`config.mk`:
```
export PLATFORM = sky130hd
export DESIGN_NAME = ppseq_top
export DESIGN_NICKNAME = d
export VERILOG_FILES = /design/src/rtl/ppseq_pkg.sv /design/src/rtl/ppseq_step_table.sv /design/src/rtl/ppseq_hold_timer.sv /design/src/rtl/ppseq_top.sv
export SDC_FILE = /design/constraint.sdc
export NUM_CORES = 1
export LEC_CHECK = 0
export BUFFER_PORTS_ARGS = -buffer_cell sky130_fd_sc_hd__buf_2
export CAP_MARGIN = 20
export CELL_PAD_IN_SITES_DETAIL_PLACEMENT = 0
export CELL_PAD_IN_SITES_GLOBAL_PLACEMENT = 1
export CORE_MARGIN = 10
export CORE_UTILIZATION = 37
export CTS_CLUSTER_SIZE = 28
export DETAILED_ROUTE_END_ITERATION = 10
export GPL_ROUTABILITY_DRIVEN = 0
export HOLD_SLACK_MARGIN = 0.02
export PLACE_DENSITY_LB_ADDON = 0.1
export SETUP_SLACK_MARGIN = 0.5
export SYNTH_ARGS = -nofsm -noshare
export SYNTH_HDL_FRONTEND = slang
export SYNTH_SLANG_ARGS = --single-unit
```
`constraint.sdc`:
```
create_clock -name clk -period 2.2 [get_ports clk]
set_input_delay 0.22 -clock clk [delete_from_list [all_inputs] [get_ports clk]]
set_output_delay 0.22 -clock clk [all_outputs]
set_load 0.01 [all_outputs]
```
`src/rtl/ppseq_pkg.sv`:
```
package ppseq_pkg;

    localparam int STEP_W = 4;

    typedef enum logic [1:0] {
        OP_CONN = 2'd0,
        OP_DISC = 2'd1,
        OP_RD   = 2'd2,
        OP_WR   = 2'd3
    } op_e;

    // One port write: either the data port or the control port (val[3:0])
    typedef struct packed {
        logic       to_data;
        logic [7:0] val;
    } step_t;

    function automatic logic [STEP_W-1:0] last_step(input op_e op);
        case (op)
            OP_CONN: last_step = STEP_W'(0);
            OP_DISC: last_step = STEP_W'(10);
            OP_RD:   last_step = STEP_W'(11);
            default: last_step = STEP_W'(13);
        endcase
    endfunction

endpackage

```
`src/rtl/ppseq_step_table.sv`:
```
module ppseq_step_table
    import ppseq_pkg::*;
(
    input  op_e              op,
    input  logic [STEP_W-1:0] idx,
    input  logic [7:0]       sel,
    input  logic [7:0]       wdata,
    input  logic [7:0]       sv_pd,
    input  logic [3:0]       sv_pc,
    output step_t            st
);

    localparam logic [7:0] C_IDLE = 8'h04;

    always_comb begin
        st.to_data = 1'b0;
        st.val     = C_IDLE;
        if (op != OP_CONN) begin
            if (idx <= STEP_W'(8)) begin
                // address phase: latch pulse pattern around the selector
                case (idx)
                    STEP_W'(1): begin st.to_data = 1'b1; st.val = sel; end
                    STEP_W'(2): st.val = 8'h0C;
                    STEP_W'(3): st.val = 8'h0E;
                    STEP_W'(4): st.val = 8'h0E;
                    STEP_W'(5): st.val = 8'h0C;
                    default:    st.val = C_IDLE;
                endcase
            end else begin
                case (op)
                    OP_RD: begin
                        if (idx == STEP_W'(9)) st.val = 8'h06;
                    end
                    OP_WR: begin
                        case (idx)
                            STEP_W'(9):  begin st.to_data = 1'b1; st.val = wdata; end
                            STEP_W'(10): st.val = 8'h05;
                            STEP_W'(11): st.val = 8'h07;
                            STEP_W'(12): st.val = 8'h05;
                            default:     st.val = C_IDLE;
                        endcase
                    end
                    default: begin
                        if (idx == STEP_W'(9)) begin
                            st.to_data = 1'b1;
                            st.val     = sv_pd;
                        end else begin
                            st.val = {4'h0, sv_pc};
                        end
                    end
                endcase
            end
        end
    end

endmodule

```
`src/rtl/ppseq_hold_timer.sv`:
```
module ppseq_hold_timer #(
    parameter int W = 4
) (
    input  logic         clk,
    input  logic         rst_n,
    input  logic         restart,
    input  logic         run,
    input  logic [W-1:0] limit,
    output logic         expire
);

    logic [W-1:0] cnt_d, cnt_q;

    always_comb begin
        cnt_d = cnt_q;
        if (restart)  cnt_d = '0;
        else if (run) cnt_d = cnt_q + W'(1);
    end

    assign expire = run && (cnt_q == limit);

    always_ff @(posedge clk) begin
        if (!rst_n) cnt_q <= '0;
        else        cnt_q <= cnt_d;
    end

endmodule

```
`src/rtl/ppseq_top.sv`:
```
module ppseq_top
    import ppseq_pkg::*;
#(
    parameter int HOLD_W   = 4,
    parameter int HOLD_RST = 2
) (
    input  logic              clk,
    input  logic              rst_n,
    input  logic              cfg_we,
    input  logic [HOLD_W-1:0] cfg_hold,
    input  logic              conn_req,
    input  logic              disc_req,
    input  logic              req_valid,
    output logic              req_ready,
    input  logic              req_write,
    input  logic              req_set,
    input  logic [2:0]        req_idx,
    input  logic [7:0]        req_wdata,
    output logic              rsp_valid,
    output logic [7:0]        rsp_data,
    output logic              err_pulse,
    output logic              link_up,
    output logic [7:0]        pd_out,
    input  logic [7:0]        pd_in,
    output logic [3:0]        pc_out,
    input  logic [3:0]        pc_in,
    input  logic [7:0]        status_in
);

    localparam logic [7:0]        SEL_CLOSE = 8'h20;
    localparam logic [STEP_W-1:0] RD_LO_STEP = STEP_W'(9);
    localparam logic [STEP_W-1:0] RD_HI_STEP = STEP_W'(10);

    typedef struct packed {
        logic              busy;
        op_e               op;
        logic [STEP_W-1:0] step;
        logic [7:0]        sel;
        logic [7:0]        wd;
        logic [7:0]        sv_pd;
        logic [3:0]        sv_pc;
        logic              conn;
        logic [7:0]        pd;
        logic [3:0]        pc;
        logic [3:0]        lo;
        logic              rsp_v;
        logic [7:0]        rsp_d;
        logic              err;
        logic [HOLD_W-1:0] hold;
    } regs_t;

    regs_t q, n;

    logic              conn_go, disc_go, req_go, go, expire, at_last, advance;
    op_e               in_op, tbl_op;
    logic [STEP_W-1:0] tbl_idx;
    logic [7:0]        in_sel;
    step_t             st;

    // request arbitration: link control takes precedence over accesses
    always_comb begin
        conn_go   = !q.busy && conn_req && !q.conn;
        disc_go   = !q.busy && !conn_go && disc_req && q.conn;
        req_ready = !q.busy && !conn_go && !disc_go;
        req_go    = req_ready && req_valid;
        go        = conn_go || disc_go || (req_go && q.conn);
        if (conn_go)        in_op = OP_CONN;
        else if (disc_go)   in_op = OP_DISC;
        else if (req_write) in_op = OP_WR;
        else                in_op = OP_RD;
        in_sel  = disc_go ? SEL_CLOSE : {3'b000, req_set, ~req_set, req_idx};
        at_last = (q.step == last_step(q.op));
        advance = q.busy && expire && !at_last;
        tbl_op  = q.busy ? q.op : in_op;
        tbl_idx = q.busy ? q.step + STEP_W'(1) : '0;
    end

    ppseq_step_table u_tbl (
        .op    (tbl_op),
        .idx   (tbl_idx),
        .sel   (q.sel),
        .wdata (q.wd),
        .sv_pd (q.sv_pd),
        .sv_pc (q.sv_pc),
        .st    (st)
    );

    ppseq_hold_timer #(.W(HOLD_W)) u_tmr (
        .clk     (clk),
        .rst_n   (rst_n),
        .restart (go || advance),
        .run     (q.busy),
        .limit   (q.hold),
        .expire  (expire)
    );

    always_comb begin
        n       = q;
        n.rsp_v = 1'b0;
        n.err   = 1'b0;

        if (!q.busy && cfg_we) n.hold = cfg_hold;

        if (req_go && !q.conn) n.err = 1'b1;

        if (go) begin
            n.busy = 1'b1;
            n.op   = in_op;
            n.step = '0;
            n.sel  = in_sel;
            n.wd   = req_wdata;
            if (conn_go) begin
                n.sv_pd = pd_in;
                n.sv_pc = pc_in;
            end
        end

        if (q.busy && expire) begin
            if (q.op == OP_RD && q.step == RD_LO_STEP) n.lo = status_in[7:4];
            if (q.op == OP_RD && q.step == RD_HI_STEP) n.rsp_d = {status_in[7:4], q.lo};
            if (at_last) begin
                n.busy = 1'b0;
                case (q.op)
                    OP_CONN: n.conn  = 1'b1;
                    OP_DISC: n.conn  = 1'b0;
                    OP_RD:   n.rsp_v = 1'b1;
                    default: ;
                endcase
            end else begin
                n.step = q.step + STEP_W'(1);
            end
        end

        if (go || advance) begin
            if (st.to_data) n.pd = st.val;
            else            n.pc = st.val[3:0];
        end
    end

    always_ff @(posedge clk) begin
        if (!rst_n) begin
            q      <= '0;
            q.pc   <= 4'h4;
            q.hold <= HOLD_W'(HOLD_RST);
        end else begin
            q <= n;
        end
    end

    assign rsp_valid = q.rsp_v;
    assign rsp_data  = q.rsp_d;
    assign err_pulse = q.err;
    assign link_up   = q.conn;
    assign pd_out    = q.pd;
    assign pc_out    = q.pc;

endmodule

```
==> flow_summary.yaml, run 1 <==
global_routing:
  number_of_antenna_violations_at_the_first_check_in_global_routing: 0
  grt_usage_pct: 13.5
  grt_start_max_net_pins: 30
  grt_remaining_overflow: 0
  grt_first_pass_wirelength_um: 14500
  grt_pass1_vias: 2918
critical_path:
  crit_path_top_delay_cell: "dfxtp_2"
  slowest_delay_ns: 0.34
  worstSetupPathType: "flop to flop"
  critical_path.cell_chain: "buf_6 > ha_4 > and4b_1 > and2_4 > a211oi_4 > buf_6 > o22ai_4 > buf_6 > o41ai_4"
  startpoint_type: "flop"
  kind_of_cell_adding_the_most_delay_to_the_critical_path: "compound AO/OA/AOI/OAI gates"
  path_common_cell: "buf_6"
  worst_setup_path_startpoint: "q[60]"
  end_kind: "flop"
  worst-endpoint-arrival_ns: 2.28
  r2r-start: "q[60]"
  cp.required_ns: 2.45
  critical_path.n_buffers_inverters: 3
  crit_fanout: 3
clock_tree:
  clock_sink_count: 68
  cts-root-buf: "clkbuf_8"
  cts-buffers-inserted: 9
  maximum_root_to_sink_buffer_count: 2
  number_of_buffers_inserted_by_hold_repair_at_cts: 0
  cts.clk_slew.worst_paths_ns: 0.07
  clock_insertion_delay_at_the_later_pin_of_the_skew_report_ns: 0.34
  tritoncts_clock_tree: "built"
  cts_htree_levels: 3
placement:
  dp_worst_setup_slack_ns: -0.0378
  place_hpwl_um: 6720
  placement.cell_area_um2: 3900
  io_buffers: 62
sta:
  setup_viol: 0
  worst_clock_skew_ns: 0.00602
  timing.final.max_slew_violations: 0
  period_share_pct: 92.2
  final.min_clock_period_ns: 2.03
  timing.max_slew.rel_slack_pct: 65.1
  timing.hold.ws_ns: 0.0931
  finalHoldViolCount: 0
  setup_repair_after_global_routing_missed_its_margin: "true"
  tightestPinTransition_ns: 0.524
  layout_setup_ws_ns: 0.172
  total_negative_setup_slacks_ns: 0
  max_freq_mhz: 493
min_path:
  startpoint_of_the_lowest_slack_hold_path: "cfg_hold[1]"
  min-delay-path-class: "input pin to flop"
drt:
  via_total_after_detailed_routing: 2940
  drtPass1Iterations: 4
  wire_per_inst_um: 15.0
  detail-route-antenna-nets: 0
  drt-total-wl_um: 9020
  detail_route.iter0.violations: 121
  route.detailed.vias_per_inst: 4.90
  drcViolationCount: 0
job:
  drv.max_cap_violation_count: 0
power_and_ir_drop:
  switching_share_pct: 25.9
  pwr_density_cell_nw_per_um2: 587
  worst_vdd_drop_uv: 323
  power.share.combinational_pct: 13.3
  p_leak_nw: 1.83
  seqPwrFrac_pct: 49.4
  switching_power_mw: 0.685
  internal-power_mw: 1.96
  power_frac_clock_pct: 37.3
status:
  run_status: "finished, final reports clean"
layout:
  nNetsFinal: 537
  area_growth_syn_to_layout_pct: 31.7
  ant_cells: 0
  drive_gt1_share_pct: 39.5
  postLayoutCellArea_um2: 4500
synth:
  ys.warnings.count: 0
  ys_seq_elements: 68
  synth_area_per_cell_um2: 8.46
  post_synth_main_area_contributors: "dfxtp_1 40%, mux2i_1 7.6%, nand2_1 7.6%"
  synth_area_um2: 3420
  synthesis.instances: 404
  most_repeated_cell_in_the_gate_level_netlist_after_synthesis: "nand2_1"
  yosys.area.top_type_share_pct: 39.8
  most_frequent_cells_after_synthesis: "69 x nand2_1, 68 x dfxtp_1, 35 x a21oi_1"
  number_of_enable_flip_flop_cells_after_synthesis: 0
  synth_top_cell_by_area: "dfxtp_1"
  mappedNetlistNets: 455
  ys_async_sr_fraction_pct: 0
  seq_total_area_yosys_pct: 39.8
  synth.distinct_cells: 56
  synthFlopType: "dfxtp_1"
die:
  num_ports: 67
  die_x_um: 116
  placement_rows: 35
  core-area_um2: 9110
  dieArea_um2: 13500
  initial_utilization_pct: 37.5
  fp.dieH_um: 116
worst paths after layout:
path / slack (ns) / cells after the start / to
min: 0.09 / 3 / q[1]
min reg2reg: 0.45 / 2 / q[52]
max: 0.17 / 9 / pc_out[1]
max reg2reg: 0.17 / 9 / pc_out[1]
worst register-to-register path, stage by stage, from the launching register on:
cell      delay, ns
dfxtp_2        0.34
buf_6          0.12
ha_4           0.21
and4b_1        0.20
and2_4         0.17
a211oi_4       0.23
buf_6          0.16
o22ai_4        0.07
buf_6          0.14
o41ai_4        0.31
metrics by stage:
stage               util [%]  power [mW]  std cells
detailed placement      42.9        1.64        567
global placement        42.9        1.64        567
floorplan                  -        1.51        404
finish                  49.4        2.64        600
CTS                     46.8        2.65        592
global route            49.4        2.77        600
final cells by class:
class	instances	area (µm²)
fillers	915	4610
multi-input cells	284	2010
flip-flops and latches	68	1380
repair buffers	115	746
clock buffers	13	180
well taps	111	139
inverters	8	40.0
clock inverters	1	5.00
power by group through the flow:
stage | Combinational, mW | Sequential (mW) | Clock (mW)
floorplan | 0.189 | 1.32 | 0
global placement | 0.302 | 1.33 | 0
detailed placement | 0.303 | 1.33 | 0
CTS | 0.326 | 1.31 | 1.01
global route | 0.393 | 1.31 | 1.06
finish | 0.353 | 1.31 | 0.985
flip-flops by register name, summed over array words and instances, names as in the netlist:
register     cells
pd_out           8
err_pulse        1
u_tmr.cnt_q      4
q               41
rsp_data         8
link_up          1
rsp_valid        1
pc_out           4
timing repair:
item,in CTS,in global routing
pin swaps,19,28
gates resized for setup,25,44
setup buffers,11,7
endpoints found under the setup margin,33,36
cloned,0,1
cell usage in the layout (no fill, tap or decap), types with 4 or more instances in the layout:
cell      instances
mux2i_1          26
buf_2            62
dfxtp_2           4
inv_1             5
buf_4            43
nor2_2            4
nor3_2            4
nand3_2           5
nand2_1          66
a21oi_1          33
ha_4              4
o21ai_2           4
xor2_1            7
nand3_1          11
nor2_1           29
dfxtp_1          60
clkbuf_8         11
o21ai_0           4
buf_6            10
nand2b_1          4
dfxtp_4           4
o211ai_1          8
layer usage:
layer  vias to the layer above  routed length [µm]  global-route usage [%]
li1                       1530                   -                       -
met1                      1349                4530                    18.3
met2                        53                3950                    20.3
met3                         8                 448                    3.70
met4                         0                  89                    4.25
met5                         -                   0                       0
cells by family (layout without fill, tap and decap cells):
logic type | after synthesis | count (layout) | synth area share (%)
buffers and inverters | 53 | 137 | 9.08
xor gates and xnor gates | 13 | 13 | 3.55
AOI/OAI and AO/OA | 77 | 77 | 14.9
DFF | 68 | 68 | 39.8
muxes | 29 | 29 | 8.60
and+or+nand+nor | 156 | 157 | 21.1
adders and majority gates | 8 | 8 | 2.93
(Power assumes the default switching activity.)
==> run 2, diff against run 1 <==
- REMOVE_ABC_BUFFERS: not set -> 1
==> run 2 against run 1 <==
  * Sequential cell count is the same
  * Critical endpoint unchanged
  * Total power grew 0.49%
  * Critical path type unchanged
  * Clock power is essentially flat
  * Sequential power about the same
  * Global-route usage hardly changed
  * Clock-buffer cell count down 4
  * Fmax is 2.6% lower
==> flow_summary.yaml, run 2 (same netlist as run 1, synthesis figures left out) <==
power_and_ir_drop:
  worst_vdd_drop_uv: 219
  report.power.total_mw: 2.66
  pwr_density_cell_nw_per_um2: 596
  p_leak_nw: 1.81
global_routing:
  grt_usage_pct: 13.5
  grt_pass1_vias: 2987
  grt_first_pass_wirelength_um: 14500
  number_of_antenna_violations_at_the_first_check_in_global_routing: 0
  grt_start_max_net_pins: 25
  grt_remaining_overflow: 0
sta:
  setup_repair_after_global_routing_missed_its_margin: "true"
  finalHoldViolCount: 0
  timing.max_slew.rel_slack_pct: 63.7
  tightestPinTransition_ns: 0.545
  worst_clock_skew_ns: 0.00820
  period_share_pct: 94.6
  timing.hold.ws_ns: 0.103
  setup_viol: 0
  timing.final.max_slew_violations: 0
  final.min_clock_period_ns: 2.08
  max_freq_mhz: 481
critical_path:
  slack_of_the_worst_reg_to_reg_path_ns: 0.12
  critical_path.cell_chain: "inv_4 > ha_4 > and4b_1 > and2_4 > a211oi_4 > buf_6 > o22ai_4 > buf_6 > o41ai_2"
  end_kind: "flop"
  path_common_cell: "buf_6"
  cp.required_ns: 2.45
  slowest_delay_ns: 0.39
  crit_path_top_delay_cell: "dfxtp_4"
  crit_fanout: 6
  worstSetupPathType: "flop to flop"
  worst-endpoint-arrival_ns: 2.34
  startpoint_type: "flop"
placement:
  io_buffers: 62
  place_hpwl_um: 6800
  dp.cells: 570
clock_tree:
  number_of_buffers_inserted_by_hold_repair_at_cts: 0
  cts_htree_levels: 3
  clock_insertion_delay_at_the_later_pin_of_the_skew_report_ns: 0.35
  maximum_root_to_sink_buffer_count: 2
  cts-root-buf: "clkbuf_8"
  cts-buffers-inserted: 9
  cts.clk_slew.worst_paths_ns: 0.08
  tritoncts_clock_tree: "built"
  clock_sink_count: 68
layout:
  drive_gt1_share_pct: 39.1
  regMostFlops: "q"
  nNetsFinal: 535
  largest_reg_flops: 41
  mostFrequentLayoutCell: "nand2_1"
  final-instance-count-excl-fill: 600
  area_growth_syn_to_layout_pct: 30.3
  final_cell_mix: "67 x nand2_1, 63 x buf_2, 59 x dfxtp_1, 39 x buf_4, 35 x a21oi_1"
  layout.filler_cells: 936
  ant_cells: 0
drt:
  route.detailed.vias_per_inst: 4.94
  drtPass1Iterations: 4
  drcViolationCount: 0
  detail-route-antenna-nets: 0
  detail_route.iter0.violations: 139
  drt-total-wl_um: 9110
  via_total_after_detailed_routing: 2966
  wire_per_inst_um: 15.2
die:
  placement_rows: 35
  core-area_um2: 9110
  die_x_um: 116
  dieArea_um2: 13500
  num_ports: 67
  initial_utilization_pct: 37.5
  fp.dieH_um: 116
status:
  run_status: "finished, final reports clean"
min_path:
  min-delay-path-class: "input pin to flop"
job:
  drv.max_cap_violation_count: 0
run 2: worst paths after layout:
path | from | end | cells after the start
hold / removal | pd_in[7] | q[42] | 3
setup / recovery | q[59] | pc_out[1] | 9
setup reg to reg | q[59] | pc_out[1] | 9
hold reg to reg | q[48] | q[48] | 2
run 2: power breakdown:
group	switching [mW]	internal [mW]	leakage, nW
Combinational	0.197	0.158	1.16
Clock	0.485	0.516	0.0910
Sequential	0.0284	1.27	0.558
run 2: critical path, delay by kind of cell (launching register included):
family | cells | cell delay [ns]
compound gates | 3 | 0.60
simple gates | 2 | 0.43
flops | 1 | 0.39
buf+inv | 3 | 0.35
fa+ha+maj | 1 | 0.22
run 2: final cells by class:
cell class	count	area [µm²]	share of cell area (%)
Tap cell	111	139	3.12
Multi-Input combinational cell	284	1980	44.4
Inverter	8	32.5	0.730
Clock inverter	7	67.6	1.52
Sequential cell	68	1380	31.0
Clock buffer	9	124	2.78
Timing Repair Buffer	113	732	16.4
run 2: stage by stage:
step	util [%]	instance area, µm²	setup TNS (ns)	setup WS [ns]
after floorplan	-	3140	-2.72	-0.304
after CTS	46.8	4260	0	0.193
after detailed placement	42.6	3880	-0.772	-0.114
final	48.9	4460	0	0.119
after global placement	42.6	3880	-0.429	-0.0730
after global routing	48.9	4460	0	0.0651
run 2: per-layer routing:
layer,wire length (µm),vias up,track usage (%)
met3,446,14,3.34
met5,0,-,0
met2,4310,57,22.3
li1,-,1527,-
met4,214,0,6.51
met1,4140,1368,16.1
run 2: repair_timing:
item | 4_1_cts | 5_1_grt
cloned | 1 | 1
pin swaps | 22 | 29
endpoints found under the setup margin | 36 | 36
setup buffers | 5 | 7
resized for setup | 46 | 37
==> run 3, diff against run 2 <==
- BUFFER_PORTS_ARGS: -buffer_cell sky130_fd_sc_hd__buf_2 -> not set
- CORE_UTILIZATION: 37 -> 40
- DONT_BUFFER_PORTS: not set -> 1
- SETUP_SLACK_MARGIN: 0.5 -> not set
==> run 3 against run 2 <==
  * Critical path depth is the same
  * Combinational power down 13%
  * Largest cell class unchanged
  * Critical endpoint unchanged
  * First-iteration DRC count fell by 32%
==> flow_summary.yaml, run 3 (same netlist as run 1, synthesis figures left out) <==
layout:
  final_cell_mix: "69 x nand2_1, 65 x dfxtp_1, 35 x a21oi_1, 34 x nor2_1"
  final-instance-count-excl-fill: 546
  area_growth_syn_to_layout_pct: 20.0
  mostFrequentLayoutCell: "nand2_1"
  largest_reg_flops: 41
  regMostFlops: "q"
  drive_gt1_share_pct: 16.1
  final_core_area_utilization_pct: 49.7
  ant_cells: 0
  layout.filler_cells: 848
  nNetsFinal: 487
drt:
  drt-total-wl_um: 8900
  drcViolationCount: 0
  wire_per_inst_um: 16.3
  detail_route.iter0.violations: 95
  via_total_after_detailed_routing: 2759
  drtPass1Iterations: 4
  detail-route-antenna-nets: 0
  route.detailed.vias_per_inst: 5.05
critical_path:
  cp.required_ns: 2.44
  end_kind: "flop"
  worst-endpoint-arrival_ns: 2.32
  worstSetupPathType: "flop to flop"
  startpoint_type: "flop"
  crit_fanout: 5
global_routing:
  grt_pass1_vias: 2890
  number_of_antenna_violations_at_the_first_check_in_global_routing: 0
  grt_remaining_overflow: 0
  grt_first_pass_wirelength_um: 14900
  grt_start_max_net_pins: 33
  grt_usage_pct: 14.3
die:
  placement_rows: 33
  die_x_um: 112
  core-area_um2: 8260
  initial_utilization_pct: 41.4
  fp.dieH_um: 112
  num_ports: 67
  dieArea_um2: 12600
power_and_ir_drop:
  internal-power_mw: 1.94
  switching_share_pct: 26.0
  worst_vdd_drop_uv: 343
  switching_power_mw: 0.681
  power.share.combinational_pct: 11.8
  p_leak_nw: 1.55
  pwr_density_cell_nw_per_um2: 640
  seqPwrFrac_pct: 49.8
  power_frac_clock_pct: 38.4
sta:
  period_share_pct: 94.4
  finalHoldViolCount: 0
  timing.max_slew.rel_slack_pct: 66.6
  tightestPinTransition_ns: 0.499
  timing.final.max_slew_violations: 0
  worst_clock_skew_ns: 0.00574
  max_freq_mhz: 481
  setup_repair_after_global_routing_missed_its_margin: "true"
  setup_viol: 0
  final.min_clock_period_ns: 2.08
job:
  drv.max_cap_violation_count: 0
min_path:
  min-delay-path-class: "input pin to flop"
status:
  run_status: "finished, final reports clean"
clock_tree:
  tritoncts_clock_tree: "built"
  cts-root-buf: "clkbuf_8"
  maximum_root_to_sink_buffer_count: 2
  cts-buffers-inserted: 9
  cts.clk_slew.worst_paths_ns: 0.08
  post-cts-setup-buffer-count: 0
  clock_insertion_delay_at_the_later_pin_of_the_skew_report_ns: 0.34
  cts_htree_levels: 3
  clock_sink_count: 68
placement:
  dp.cells: 497
  io_buffers: 0
  place_hpwl_um: 6520
-- run 3: cell types whose count changed in the layout (fill, tap and decap cells not counted), sizes merged --
cell / delta
clkbuf: +1
clkinvlp: -2
buf: -80
clkinv: +1
dlygate4sd3: +33
or3b: -1
-- run 3: worst max-delay path, stage by stage (launching register included) --
cell,delay [ns]
dfxtp_2,0.36
inv_1,0.09
ha_4,0.30
and4b_1,0.23
and2_4,0.17
buf_4,0.14
o21ai_0,0.10
a22oi_1,0.22
nor3_1,0.10
o41ai_2,0.28
-- run 3: path summary, 6_finish.rpt --
kind / startpoint / endpoint / slack [ns] / cells past startpoint
max: q[59] / pc_out[1] / 0.12 / 9
min: status_in[4] / q[14] / 0.03 / 2
max reg2reg: q[59] / pc_out[1] / 0.12 / 9
min reg2reg: q[43] / q[43] / 0.45 / 2
-- run 3: metrics by stage --
stage	TNS, ns	hold slack, ns	worst slack (ns)	power, mW	instance area [µm²]
after global placement	-0.0270	0.285	-0.0143	1.59	3520
final	0	0.0350	0.123	2.62	4100
after floorplan	-2.72	0.282	-0.304	1.50	3140
after CTS	0	0.0206	0.00691	2.66	4050
after detailed placement	-0.729	0.291	-0.110	1.59	3520
after global routing	-0.0455	0.0272	-0.0231	2.77	4100
-- run 3: power groups by stage --
stage	sequential, mW	clock [mW]	combinational (mW)
global placement	1.33	0	0.253
finish	1.31	1.01	0.310
CTS	1.31	1.05	0.308
detailed placement	1.34	0	0.256
global route	1.31	1.11	0.347
floorplan	1.33	0	0.164
-- run 3: timing repair --
action / 4_1_cts / 5_1_grt
endpoints found under the setup margin: 10 / 13
hold buffers: 33 / 0
gates resized for setup: 3 / 10
pin swaps: 0 / 3
cloned: 0 / 0
endpoints found under the hold margin: 38 / 0
-- run 3: routing by layer --
metal	vias up	GRT usage [%]	wire [µm]
met5	-	0	0
met4	0	5.67	190
met3	12	3.89	370
met2	54	24.6	4410
met1	1265	16.3	3930
li1	1428	-	-
-- run 3: area by class of cell --
type                            count  area, µm²  area share [%]
Tap cell                          105        131            3.20
Clock buffer                       10        128            3.11
Inverter                            8       30.0           0.732
Sequential cell                    68       1370            33.3
Clock inverter                      6       65.1            1.59
Multi-Input combinational cell    283       1810            44.0
Timing Repair Buffer               66        578            14.1
